### src/rtl/pulse_swallow_div.sv
module pulse_swallow_div #(
  parameter int PB     = 6,
  parameter int CW     = 8,
  parameter int N_INIT = 27,
  parameter int A_INIT = 22
) (
  input  logic          clk,
  input  logic          rst,
  input  logic          load,
  input  logic [CW-1:0] n_in,
  input  logic [CW-1:0] a_in,
  output logic          pulse_out,
  output logic          mod_ctl,
  output logic          cfg_err
);
  localparam int P = 1 << PB;

  logic [PB:0]   pre_cnt;
  logic [CW-1:0] n_cnt, a_cnt;
  logic [CW-1:0] n_prog, a_prog;
  logic [CW-1:0] n_pend, a_pend;
  logic          pend_v;
  logic          err_q;

  wire           cfg_ok   = a_in < n_in;
  wire [PB:0]    pre_last = mod_ctl ? (PB+1)'(P) : (PB+1)'(P - 1);
  wire           tick     = pre_cnt == pre_last;
  wire           wrap     = tick && (n_cnt == CW'(1));
  wire [CW-1:0]  n_next   = pend_v ? n_pend : n_prog;
  wire [CW-1:0]  a_next   = pend_v ? a_pend : a_prog;

  assign mod_ctl   = a_cnt != '0;
  assign pulse_out = wrap;
  assign cfg_err   = err_q;

  always_ff @(posedge clk) begin
    if (rst) begin
      pre_cnt <= '0;
      n_cnt   <= CW'(N_INIT);
      a_cnt   <= CW'(A_INIT);
      n_prog  <= CW'(N_INIT);
      a_prog  <= CW'(A_INIT);
      n_pend  <= '0;
      a_pend  <= '0;
      pend_v  <= 1'b0;
      err_q   <= 1'b0;
    end else begin
      err_q   <= load && !cfg_ok;
      pre_cnt <= tick ? '0 : pre_cnt + 1'b1;
      if (tick) begin
        if (wrap) begin
          n_cnt  <= n_next;
          a_cnt  <= a_next;
          n_prog <= n_next;
          a_prog <= a_next;
        end else begin
          n_cnt <= n_cnt - 1'b1;
          if (mod_ctl) a_cnt <= a_cnt - 1'b1;
        end
      end
      if (load && cfg_ok) begin
        n_pend <= n_in;
        a_pend <= a_in;
        pend_v <= 1'b1;
      end else if (wrap) begin
        pend_v <= 1'b0;
      end
    end
  end
endmodule

### config.mk
export PLATFORM = sky130hd
export DESIGN_NAME = pulse_swallow_div
export DESIGN_NICKNAME = d
export VERILOG_FILES = /design/src/rtl/pulse_swallow_div.sv
export SDC_FILE = /design/constraint.sdc
export NUM_CORES = 1
export LEC_CHECK = 0
export ABC_AREA = 1
export BUFFER_PORTS_ARGS = -buffer_cell sky130_fd_sc_hd__buf_2
export CAP_MARGIN = 20
export CORE_UTILIZATION = 40
export CTS_CLUSTER_SIZE = 25
export DETAILED_ROUTE_END_ITERATION = 7
export SYNTH_ARGS = -nofsm -noshare
export SYNTH_HDL_FRONTEND = slang
export SYNTH_SLANG_ARGS = --single-unit
### constraint.sdc
create_clock -name clk -period 2.52 [get_ports clk]
set_clock_uncertainty 0.2 [all_clocks]
set_input_delay 0.378 -clock clk [delete_from_list [all_inputs] [get_ports clk]]
set_output_delay 0.378 -clock clk [all_outputs]
set_load 0.03 [all_outputs]
==> qor.yml <==
hold_path:
  hold_path_end: "n_pend[7]$_SDFFE_PP0P_"
  hold_class: "in -> reg"
  hold_depth: 3
  min_from: "n_in[7]"
logic_synthesis:
  ys_async_sr_fraction_pct: 0
  synthDistinctLibCells: 33
  syn_area_um2: 3010
  ys.warnings.count: 0
  synth-edff-count: 0
  synth_area_leader_cell: "dfxtp_1"
  synth_cells: 441
  ys_seq_area_share_pct: 37.9
  syn-num-nets: 471
  synth-seq-cells: 57
  netlist.area_leader.share_pct: 37.9
  syn_avg_cell_area_um2: 6.82
  synth_area_leaders: "dfxtp_1 38%, nand2_1 16%, nor2_1 6.6%, inv_1 6.5%, ha_1 4.6%"
  yosys_most_used_dff: "dfxtp_1"
die:
  fp.dieH_um: 88.7
  fp-row-count: 31
  dieArea_um2: 7870
  core_um2: 7250
  initial_core_util_pct: 41.5
  ioPinCount: 22
  dieWidth_um: 88.7
final_layout:
  drive_above_1_share_pct: 16.7
  num-nets-final: 492
  syn_to_final_growth_pct: 13.5
  antenna_cells: 0
  fin_cells: 565
  post-route-util_pct: 47.1
critical_path:
  cp-startpoint: "a_cnt[0]$_SDFFE_PP0P_"
  reg2reg_slack_ps: 440
  cp-end-kind: "primary output"
  critPathSlowestCell: "dfxtp_1"
  path_buf_inv: 4
  worst_r2r_endpoint: "a_cnt[2]$_SDFFE_PP1P_"
  cp_cell_sequence: "inv_1 > ha_4 > inv_2 > nor2_4 > nand3_2 > nor2_2 > nand2_2 > nand3_4 > clkinv_8 > buf_4"
  r2r_cells: 13
  crit_type: "reg -> out"
  r2r_start: "a_cnt[0]$_SDFFE_PP0P_"
  start_kind: "flip-flop"
  cp_top_family: "simple AND/OR/NAND/NOR gates"
  required_ps: 1940
  worstSetupPathDepth: 10
  arrival_ps: 1780
  crit_fanout: 17
  slowest_delay_ps: 310
cts:
  cts-root-buf: "clkbuf_8"
  cts_buffer_depth: 2
  clk_latency_ps: 330
  cts-htree-levels: 3
  cts_buffers: 9
  numClockSinks: 57
  clkTransAtPathRegs_ps: 60
  cts_tree: "built"
timing:
  rsz0062_at_grt: "false"
  hold_violations: 0
  fin_setup_tns_ps: 0
  holdWs_ps: 91.8
  timing.slew.headroom_pct: 49.9
  worstMarginPinSlew_ps: 750
  worst_slack_ps: 158
  layout_min_cycle_time_ps: 2360
  min_period_over_period_pct: 93.7
  setup_viol: 0
  drv_slew: 0
  fmax_mhz: 423
power:
  power_frac_comb_pct: 8.5
  power.internal_mw: 1.57
  vdd_drop_max_mv: 0.343
  pwr-share-seq_pct: 46.2
  power_density_nw_per_um2: 597
  switchingPower_mw: 0.470
  clkPwrFrac_pct: 45.3
  leakage_nw: 1.64
  switching_share_pct: 23.1
placed_design:
  gp_congestion: 0.780
  dp_cells: 550
  post-dp-hpwl_mm: 4.40
  numPortBuffers: 21
  dpl_worst_slack_ps: 415
grt:
  grt_pass1_vias: 2400
  track_usage_pct: 17.8
  grt_remaining_overflow: 0
  grt_pass1_wl_mm: 10.8
  antenna_found_initial: 0
  grt_max_degree: 33
detailed_routing:
  first_pass_iters: 4
  wirelength_mm: 6.15
  drc: 0
  drtAntennaViolNets: 0
  drt-initial-drc-count: 79
  vias: 2584
  wl_per_cell_um: 10.9
  routed_via_density: 4.57
outcome:
  status: "finished clean"
flow_run:
  maxCapViolCount: 0
[metal layers]
layer | track usage [%] | routed length, um
met5 | 0 | 0
met4 | 4.84 | 57
met3 | 5.32 | 199
met2 | 27.8 | 2640
met1 | 23.8 | 3250
[power groups by stage]
| stage | clock network, mW | logic, mW | registers [mW] |
|---|---|---|---|
| 6_report | 0.923 | 0.173 | 0.942 |
| 5_1_grt | 0.996 | 0.203 | 0.945 |
| 4_1_cts | 0.947 | 0.175 | 0.942 |
| 3_5_place_dp | 0 | 0.173 | 0.962 |
| 3_3_place_gp | 0 | 0.171 | 0.962 |
| 2_1_floorplan | 0 | 0.124 | 0.962 |
[synth_stat cells (all sizes together) (2+ instances only)]
master / instances
nor2: 57
nor3: 3
nand4: 5
xor2: 7
a31oi: 6
nand2: 138
nand3: 23
a21oi: 24
clkbuf: 7
dfxtp: 57
inv: 60
o21ai: 30
or2: 2
ha: 11
buf: 8
[tightest hold or removal path, stage by stage]
cell    delay, ps
buf_2          90
nor2_1         40
nor2_1         80
[layout by cell type, fill, tap and decap left out, drive strengths merged]
cell,Yosys,final
a21oi,24,24
a31oi,6,6
buf,8,25
bufinv,0,2
clkbuf,7,12
clkinv,1,3
dfxtp,57,57
ha,11,11
inv,60,59
nand2,138,138
nand3,23,23
nand3b,1,1
nand4,5,5
nor2,57,57
nor3,3,3
o21a,1,1
o21ai,30,30
or2,2,2
xor2,7,7
[state kept, by name (all words and copies together) (netlist names)]
register and flops:
pre_cnt 7, n_prog 8, pend_v 1, n_cnt 8, cfg_err 1, a_pend 8, a_prog 8, n_pend 8
a_cnt 8
[metrics by stage]
stage	cell area, um2	power (mW)
final	3410	2.04
after global routing	3410	2.14
after CTS	3390	2.06
after detailed placement	3180	1.14
after global placement	3180	1.13
after floorplan	3010	1.09
[worst max-delay path by stage]
stage | end | slack, ps
3_5_place_dp | pulse_out | 410
6_report | pulse_out | 160
4_1_cts | pulse_out | 40
5_1_grt | pulse_out | 10
3_3_place_gp | pulse_out | 440
2_1_floorplan | pulse_out | 410
[logic make-up (layout without fill, tap and decap cells)]
| group | after synthesis | in the layout | synth area share [%] |
|---|---|---|---|
| buf+inv | 76 | 101 | 10.6 |
| simple gates | 229 | 229 | 33.3 |
| fa+ha+maj | 11 | 11 | 4.58 |
| xor+xnor | 7 | 7 | 2.04 |
| compound gates | 61 | 61 | 11.6 |
| flops | 57 | 57 | 37.9 |
[cell type report]
| type | instances | area [um2] |
|---|---|---|
| fill | 773 | 3840 |
| multi-input combinational | 308 | 1560 |
| sequential | 57 | 1140 |
| inverter | 61 | 241 |
| clock buffer | 12 | 145 |
| timing repair buffer | 25 | 138 |
| tap | 99 | 124 |
| clock inverter | 3 | 65.1 |
[repair_timing]
action	CTS	global route
setup buffers	0	0
hold buffers	0	0
setup endpoints to repair	0	1
resized for setup	0	7
Note: power is estimated with default switching activity, not from simulation.
